--- src/rtl/uart_tq_pkg.sv ---
package uart_tq_pkg;
  localparam int STAT_W = 5;
  typedef enum logic [1:0] {RX_IDLE, RX_START, RX_DATA, RX_STOP} rx_state_e;
  // bit 4..0: gap, parity, break, overrun, framing
  typedef struct packed {
    logic gap;
    logic perr;
    logic brk;
    logic ovr;
    logic ferr;
  } rx_stat_t;
endpackage

--- src/rtl/uart_tq_baud.sv ---
module uart_tq_baud #(
  parameter int DIV_W = 16,
  parameter logic [DIV_W-1:0] DEF_DIV = 53
) (
  input  logic             clk_i,
  input  logic             rst_ni,
  input  logic             div_we_i,
  input  logic [DIV_W-1:0] div_i,
  output logic             tick_o
);
  logic [DIV_W-1:0] div_q, cnt_q;

  assign tick_o = (cnt_q == div_q);

  always_ff @(posedge clk_i or negedge rst_ni) begin
    if (!rst_ni) begin
      div_q <= DEF_DIV;
      cnt_q <= '0;
    end else if (div_we_i) begin
      div_q <= div_i;
      cnt_q <= '0;
    end else if (tick_o) begin
      cnt_q <= '0;
    end else begin
      cnt_q <= cnt_q + 1'b1;
    end
  end
endmodule

--- src/rtl/uart_tq_fifo.sv ---
module uart_tq_fifo #(
  parameter int W     = 8,
  parameter int DEPTH = 8
) (
  input  logic         clk_i,
  input  logic         rst_ni,
  input  logic         push_i,
  input  logic [W-1:0] din_i,
  input  logic         pop_i,
  output logic [W-1:0] dout_o,
  output logic         empty_o,
  output logic         full_o
);
  localparam int AW = $clog2(DEPTH);

  logic [W-1:0]  mem [DEPTH];
  logic [AW-1:0] wp_q, rp_q;
  logic [AW:0]   cnt_q;
  logic          push_ok, pop_ok;

  assign empty_o = (cnt_q == '0);
  assign full_o  = (cnt_q == (AW+1)'(DEPTH));
  assign push_ok = push_i && !full_o;
  assign pop_ok  = pop_i && !empty_o;
  assign dout_o  = mem[rp_q];

  always_ff @(posedge clk_i) begin
    if (push_ok) mem[wp_q] <= din_i;
  end

  always_ff @(posedge clk_i or negedge rst_ni) begin
    if (!rst_ni) begin
      wp_q  <= '0;
      rp_q  <= '0;
      cnt_q <= '0;
    end else begin
      if (push_ok) wp_q <= wp_q + 1'b1;
      if (pop_ok)  rp_q <= rp_q + 1'b1;
      cnt_q <= cnt_q + (AW+1)'(push_ok) - (AW+1)'(pop_ok);
    end
  end
endmodule

--- src/rtl/uart_tq_tx.sv ---
module uart_tq_tx (
  input  logic       clk_i,
  input  logic       rst_ni,
  input  logic       tick_i,
  input  logic       avail_i,
  input  logic [7:0] data_i,
  output logic       pop_o,
  output logic       busy_o,
  output logic       txd_o
);
  logic [8:0] sh_q;
  logic [3:0] tcnt_q, bcnt_q;

  assign pop_o = !busy_o && avail_i;

  always_ff @(posedge clk_i or negedge rst_ni) begin
    if (!rst_ni) begin
      busy_o <= 1'b0;
      txd_o  <= 1'b1;
      sh_q   <= '1;
      tcnt_q <= '0;
      bcnt_q <= '0;
    end else if (pop_o) begin
      busy_o <= 1'b1;
      txd_o  <= 1'b0;
      sh_q   <= {1'b1, data_i};
      tcnt_q <= '0;
      bcnt_q <= '0;
    end else if (busy_o && tick_i) begin
      tcnt_q <= tcnt_q + 1'b1;
      if (tcnt_q == 4'd15) begin
        if (bcnt_q == 4'd9) begin
          busy_o <= 1'b0;
        end else begin
          txd_o  <= sh_q[0];
          sh_q   <= {1'b1, sh_q[8:1]};
          bcnt_q <= bcnt_q + 1'b1;
        end
      end
    end
  end
endmodule

--- src/rtl/uart_tq_rx.sv ---
module uart_tq_rx
  import uart_tq_pkg::*;
#(
  parameter int GAP_BITS = 4
) (
  input  logic       clk_i,
  input  logic       rst_ni,
  input  logic       tick_i,
  input  logic       rxd_i,
  output logic       done_o,
  output logic [7:0] data_o,
  output logic       ferr_o,
  output logic       brk_o,
  output logic       gap_o
);
  localparam int GAP_T = GAP_BITS * 16;
  localparam int GW    = $clog2(GAP_T + 1);

  rx_state_e      st_q;
  logic [3:0]     tcnt_q;
  logic [2:0]     bcnt_q;
  logic           armed_q;
  logic [GW-1:0]  gcnt_q;

  always_ff @(posedge clk_i or negedge rst_ni) begin
    if (!rst_ni) begin
      st_q    <= RX_IDLE;
      tcnt_q  <= '0;
      bcnt_q  <= '0;
      armed_q <= 1'b0;
      gcnt_q  <= GW'(GAP_T);
      data_o  <= '0;
      done_o  <= 1'b0;
      ferr_o  <= 1'b0;
      brk_o   <= 1'b0;
      gap_o   <= 1'b0;
    end else begin
      done_o <= 1'b0;
      if (tick_i) begin
        unique case (st_q)
          RX_IDLE: begin
            if (rxd_i) begin
              armed_q <= 1'b1;
              if (armed_q && gcnt_q != GW'(GAP_T)) gcnt_q <= gcnt_q + 1'b1;
            end else if (armed_q) begin
              st_q   <= RX_START;
              tcnt_q <= '0;
              gap_o  <= (gcnt_q == GW'(GAP_T));
              gcnt_q <= '0;
            end
          end
          RX_START: begin
            tcnt_q <= tcnt_q + 1'b1;
            if (tcnt_q == 4'd7) begin
              tcnt_q <= '0;
              bcnt_q <= '0;
              st_q   <= rxd_i ? RX_IDLE : RX_DATA; // mid-bit start check
            end
          end
          RX_DATA: begin
            tcnt_q <= tcnt_q + 1'b1;
            if (tcnt_q == 4'd15) begin
              data_o <= {rxd_i, data_o[7:1]};
              bcnt_q <= bcnt_q + 1'b1;
              if (bcnt_q == 3'd7) st_q <= RX_STOP;
            end
          end
          RX_STOP: begin
            tcnt_q <= tcnt_q + 1'b1;
            if (tcnt_q == 4'd15) begin
              done_o  <= 1'b1;
              ferr_o  <= !rxd_i;
              brk_o   <= !rxd_i && (data_o == '0);
              armed_q <= rxd_i;
              gcnt_q  <= '0;
              st_q    <= RX_IDLE;
            end
          end
          default: st_q <= RX_IDLE;
        endcase
      end
    end
  end
endmodule

--- src/rtl/uart_tagq.sv ---
module uart_tagq
  import uart_tq_pkg::*;
#(
  parameter int DIV_W    = 16,
  parameter logic [DIV_W-1:0] DEF_DIV = 53,
  parameter int TX_DEPTH = 8,
  parameter int RX_DEPTH = 16,
  parameter int GAP_BITS = 4
) (
  input  logic             clk_i,
  input  logic             rst_ni,
  input  logic             div_we_i,
  input  logic [DIV_W-1:0] div_i,
  input  logic             tx_we_i,
  input  logic [7:0]       tx_data_i,
  output logic             tx_full_o,
  input  logic             rx_re_i,
  output logic [7:0]       rx_data_o,
  output logic [4:0]       rx_stat_o,
  output logic             rx_empty_o,
  output logic             tx_dreq_o,
  output logic             rx_dreq_o,
  input  logic             rxd_i,
  output logic             txd_o
);
  localparam int RX_W = 8 + STAT_W;

  logic       tick;
  logic       rxd_s1, rxd_s2;
  logic       tx_empty, tx_pop, tx_busy;
  logic [7:0] tx_head;
  logic       rx_done, rx_ferr, rx_brk, rx_gap, rx_full, ovr_pend;
  logic [7:0] rx_byte;
  rx_stat_t   rx_tag;
  logic [RX_W-1:0] rx_head;

  uart_tq_baud #(.DIV_W(DIV_W), .DEF_DIV(DEF_DIV)) u_baud (
    .clk_i, .rst_ni, .div_we_i, .div_i, .tick_o(tick)
  );

  uart_tq_fifo #(.W(8), .DEPTH(TX_DEPTH)) u_txq (
    .clk_i, .rst_ni, .push_i(tx_we_i), .din_i(tx_data_i), .pop_i(tx_pop),
    .dout_o(tx_head), .empty_o(tx_empty), .full_o(tx_full_o)
  );

  uart_tq_tx u_tx (
    .clk_i, .rst_ni, .tick_i(tick), .avail_i(!tx_empty), .data_i(tx_head),
    .pop_o(tx_pop), .busy_o(tx_busy), .txd_o
  );

  always_ff @(posedge clk_i or negedge rst_ni) begin
    if (!rst_ni) begin
      rxd_s1 <= 1'b1;
      rxd_s2 <= 1'b1;
    end else begin
      rxd_s1 <= rxd_i;
      rxd_s2 <= rxd_s1;
    end
  end

  uart_tq_rx #(.GAP_BITS(GAP_BITS)) u_rx (
    .clk_i, .rst_ni, .tick_i(tick), .rxd_i(rxd_s2), .done_o(rx_done),
    .data_o(rx_byte), .ferr_o(rx_ferr), .brk_o(rx_brk), .gap_o(rx_gap)
  );

  // overrun is carried to the next character that finds room
  always_ff @(posedge clk_i or negedge rst_ni) begin
    if (!rst_ni)      ovr_pend <= 1'b0;
    else if (rx_done) ovr_pend <= rx_full;
  end

  always_comb begin
    rx_tag      = '0;
    rx_tag.ferr = rx_ferr;
    rx_tag.ovr  = ovr_pend;
    rx_tag.brk  = rx_brk;
    rx_tag.gap  = rx_gap;
  end

  uart_tq_fifo #(.W(RX_W), .DEPTH(RX_DEPTH)) u_rxq (
    .clk_i, .rst_ni, .push_i(rx_done), .din_i({rx_tag, rx_byte}), .pop_i(rx_re_i),
    .dout_o(rx_head), .empty_o(rx_empty_o), .full_o(rx_full)
  );

  assign rx_data_o = rx_head[7:0];
  assign rx_stat_o = rx_head[RX_W-1:8];
  assign tx_dreq_o = !tx_full_o;
  assign rx_dreq_o = !rx_empty_o;
endmodule

--- config.mk ---
export PLATFORM = sky130hd
export DESIGN_NAME = uart_tagq
export DESIGN_NICKNAME = d
export VERILOG_FILES = /design/src/rtl/uart_tq_pkg.sv /design/src/rtl/uart_tq_baud.sv /design/src/rtl/uart_tq_fifo.sv /design/src/rtl/uart_tq_tx.sv /design/src/rtl/uart_tq_rx.sv /design/src/rtl/uart_tagq.sv
export SDC_FILE = /design/constraint.sdc
export NUM_CORES = 1
export LEC_CHECK = 0
export BUFFER_PORTS_ARGS = -buffer_cell sky130_fd_sc_hd__buf_2
export CAP_MARGIN = 5
export CELL_PAD_IN_SITES_DETAIL_PLACEMENT = 1
export CELL_PAD_IN_SITES_GLOBAL_PLACEMENT = 2
export CORE_UTILIZATION = 45
export CTS_BUF_LIST = sky130_fd_sc_hd__clkbuf_8 sky130_fd_sc_hd__clkbuf_16
export DETAILED_ROUTE_END_ITERATION = 10
export GPL_TIMING_DRIVEN = 0
export HOLD_SLACK_MARGIN = 0.12
export PLACE_DENSITY = 0.79
export SKIP_CTS_REPAIR_TIMING = 1
export SYNTH_ARGS = -nofsm -noshare
export SYNTH_HDL_FRONTEND = slang
export SYNTH_SLANG_ARGS = --single-unit
--- constraint.sdc ---
create_clock -name clk_i -period 3 [get_ports clk_i]
set_clock_uncertainty 0.2 [all_clocks]
set_input_delay 0.6 -clock clk_i [delete_from_list [all_inputs] [get_ports clk_i]]
set_output_delay 0.6 -clock clk_i [all_outputs]
set_load 0.1 [all_outputs]
==> results.toml <==
[outcome]
status = "finished, violations left"
violations = "negative setup slack"

[timing]
final.setup.worst_slack_ns = -0.3279
period_share_pct = 110.9
slew_viol_final = 0
setup_violations = 12
rsz0062_at_grt = "yes"
period_needed_ns = 3.328
tightest_slew_ns = 0.8522
final-hold-violation-count = 0
max_clock_freq_mhz = 300.5
relSlewSlack_pct = 42.98

[floorplanning]
core_sq_um = 32620
die-height_um = 184.5
die_area_sq_um = 34030
pin_count = 48
num_rows = 66
die_w_um = 184.5
start_util_pct = 45.94

[worst_setup_path]
worstSetupPathType = "register to output pin"
worstSetupEndpointType = "output pin"
crit_fanout = 10
start_kind = "register"
arrival_ns = 2.53
worstPathRequired_ns = 2.20
r2r_setup_slack_ns = 0.23
worstPathCellList = "clkbuf_1 > clkbuf_4 > mux4_2 > mux4_2 > buf_12"
slowest_delay_ns = 0.52
reg2regPathDepth = 8
r2r_end = "u_rx.gcnt_q[5]$_DFFE_PN0P_"
critPathSlowestCell = "mux4_2"
r2r_start = "u_baud.cnt_q[4]$_DFF_PN0_"
worst_path_most_repeated_cell = "mux4_2"

[synthesis]
synthCells = 881
ys_ff_latch = 361
synthTopCellsByArea = "edfxtp_1 (51%), dfrtp_1 (15%), mux4_2 (11%)"
synth_top_area_share_pct = 51.30
syn_avg_cell_area_sq_um = 17.01
ys_warn_count = 0
synth-edff-count = 256
synth_ff_type = "edfxtp_1"
syn-num-nets = 941
synth_cell_types = 51
syn_area_sq_um = 14980
yosys.area.top_type = "edfxtp_1"
synthArstFlopShare_pct = 29.09
seq_area_frac_synth_pct = 68.97

[place]
gp_congestion = 0.7373
place_inst = 1381
hpwl_mm = 21.51
place.port_buffers = 45

[layout]
n_fill_cell = 3013
syn_to_final_growth_pct = 18.70
diodes = 0
fin_nets = 1059
multi_input_area_sq_um = 4468
stdcell_count = 1469
layout_common_cells = "edfxtp_1 (256), dfrtp_1 (88), mux4_2 (76), clkbuf_16 (44), nor2_1 (42)"
drive_gt1_share_pct = 28.53
regArea_sq_um = 10340
final_common_cell = "edfxtp_1"

[cts]
clock-sinks = 361
cts_max_path_buffers = 3
clkLatencyLatePin_ns = 0.53
cts_htree_levels = 2
cts.reportedPaths.clkPinSlew_ns = 0.06
cts_buffers = 39
clock-root-buffer = "clkbuf_16"
cts_tree = "done"

[global_routing]
antenna_found_initial = 0
grt_pass1_vias = 8691
gr-usage-all-layers_pct = 19.61
grt_overflow = 0
grt_max_degree = 55
grt_pass1_wl_mm = 49.97

[detailed_routing]
firstDrtPassIters = 4
vias = 7977
via_per_inst = 5.430
final_antenna_net_count = 0
first_iter_violations = 405
wl_mm = 32.71
drc_errors = 0
wire_per_inst_um = 22.27

[power]
p_total_mw = 12.74
p_leak_nw = 5.996
cellPowerDensity_nw_per_um2 = 716.2
vdd_drop_max_uv = 478.3

[flow_run]
maxCapViolCount = 0

[min_path]
min_path_type = "input port to register"
holdCritStartpoint = "div_i[6]"
holdPathEnd = "u_baud.div_q[6]$_DFFE_PN0P_"
hold_depth = 2
kinds of logic (layout without fill, tap and decap cells):
group                    Yosys count  in the layout  share of synthesized area [%]
buffers and inverters             77            223                          2.029
flip-flops                       361            361                          68.97
other                              1              1                        0.02503
AND/OR/NAND/NOR                  173            173                          6.187
multiplexers                     108            108                          13.92
adder cells (fa/ha/maj)           30             30                          2.605
XOR/XNOR                          46             46                          2.689
AO/OA/AOI/OAI                     85             85                          3.574
cell usage after synthesis, types with 5 or more instances:
master and instances:
xor2_1 29, dfstp_2 16, buf_2 9, a31oi_1 9
a211oi_1 8, mux2_2 23, and2_1 10, nor2b_1 9
a21oi_1 20, clkbuf_1 32, o31ai_1 14, mux4_2 76
nor3_1 7, xnor2_1 17, nand4_1 11, inv_1 30
and3_1 9, nor2_1 44, nor4_1 9, edfxtp_1 256
nand2b_1 9, mux2_4 5, nand2_1 29, o21ai_0 20
ha_1 28, nand3_1 14, dfrtp_1 89
layout make-up:
cell class,instances,share of cell area (%)
flip-flops and latches,361,58.13
multi-input cells,443,25.12
clock buffers,41,5.642
repair buffers,80,4.425
well taps,442,3.109
plain buffers,42,1.548
clock inverters,28,1.330
inverters,32,0.6964
critical path, delay by kind of cell (launching register included):
| kind | cells | cell delay [ns] |
|---|---|---|
| multiplexers | 2 | 0.87 |
| buffers and inverters | 3 | 0.76 |
| flip-flops | 1 | 0.36 |
sequential cells by signal, indices dropped and copies added, names as in the netlist, 5 cells and up, named ones only:
name / flops
u_baud.cnt_q: 16
u_baud.div_q: 16
u_rx.data_o: 8
u_rx.gcnt_q: 7
u_rxq.cnt_q: 5
u_rxq.mem: 192
u_tx.sh_q: 8
u_txq.mem: 64
worst max-delay path by stage:
stage / start / end / slack [ns] / depth (start not counted)
6_report: u_rxq.rp_q[1]$_DFFE_PN0P_ / rx_data_o[3] / -0.33 / 5
5_1_grt: u_rxq.rp_q[1]$_DFFE_PN0P_ / rx_data_o[3] / -0.41 / 5
4_1_cts: u_rxq.rp_q[2]$_DFFE_PN0P_ / rx_stat_o[2] / -0.88 / 4
3_5_place_dp: u_rxq.rp_q[2]$_DFFE_PN0P_ / rx_stat_o[2] / -0.32 / 4
3_3_place_gp: u_rxq.wp_q[0]$_DFFE_PN0P_ / u_rxq.mem[0][1]$_DFFE_PP_ / -1.23 / 4
2_1_floorplan: u_rxq.cnt_q[3]$_DFF_PN0_ / u_rxq.cnt_q[4]$_DFF_PN0_ / -0.41 / 13
per-stage QoR:
stage	setup slack, ns	hold slack [ns]	TNS [ns]	utilization (%)	instance area (sq um)
4_1_cts	-0.8833	-0.1549	-11.14	52.90	17260
2_1_floorplan	-0.4102	0.1044	-1.209	-	15050
3_3_place_gp	-1.228	0.1478	-111.05	48.54	15830
3_5_place_dp	-0.3225	0.1516	-4.221	49.10	16020
5_1_grt	-0.4127	0.1204	-4.688	54.53	17790
6_report	-0.3279	0.1211	-3.709	54.53	17790
metal layers:
metal | global-route usage, % | wire length [um] | vias up
met5 | 0 | 0 | -
li1 | - | - | 3635
met2 | 34.20 | 17020 | 151
met1 | 25.23 | 13600 | 4137
met3 | 2.964 | 1267 | 54
met4 | 6.067 | 815 | 0
power by group:
group	internal, mW	switching (mW)	total, mW	leakage, nW
Clock	2.76	1.94	4.70	0.640
Combinational	1.08	1.16	2.23	2.12
Sequential	5.61	0.194	5.80	3.24
Total	9.45	3.29	12.7	6.00
No activity file was read; power rests on OpenSTA's default activity.
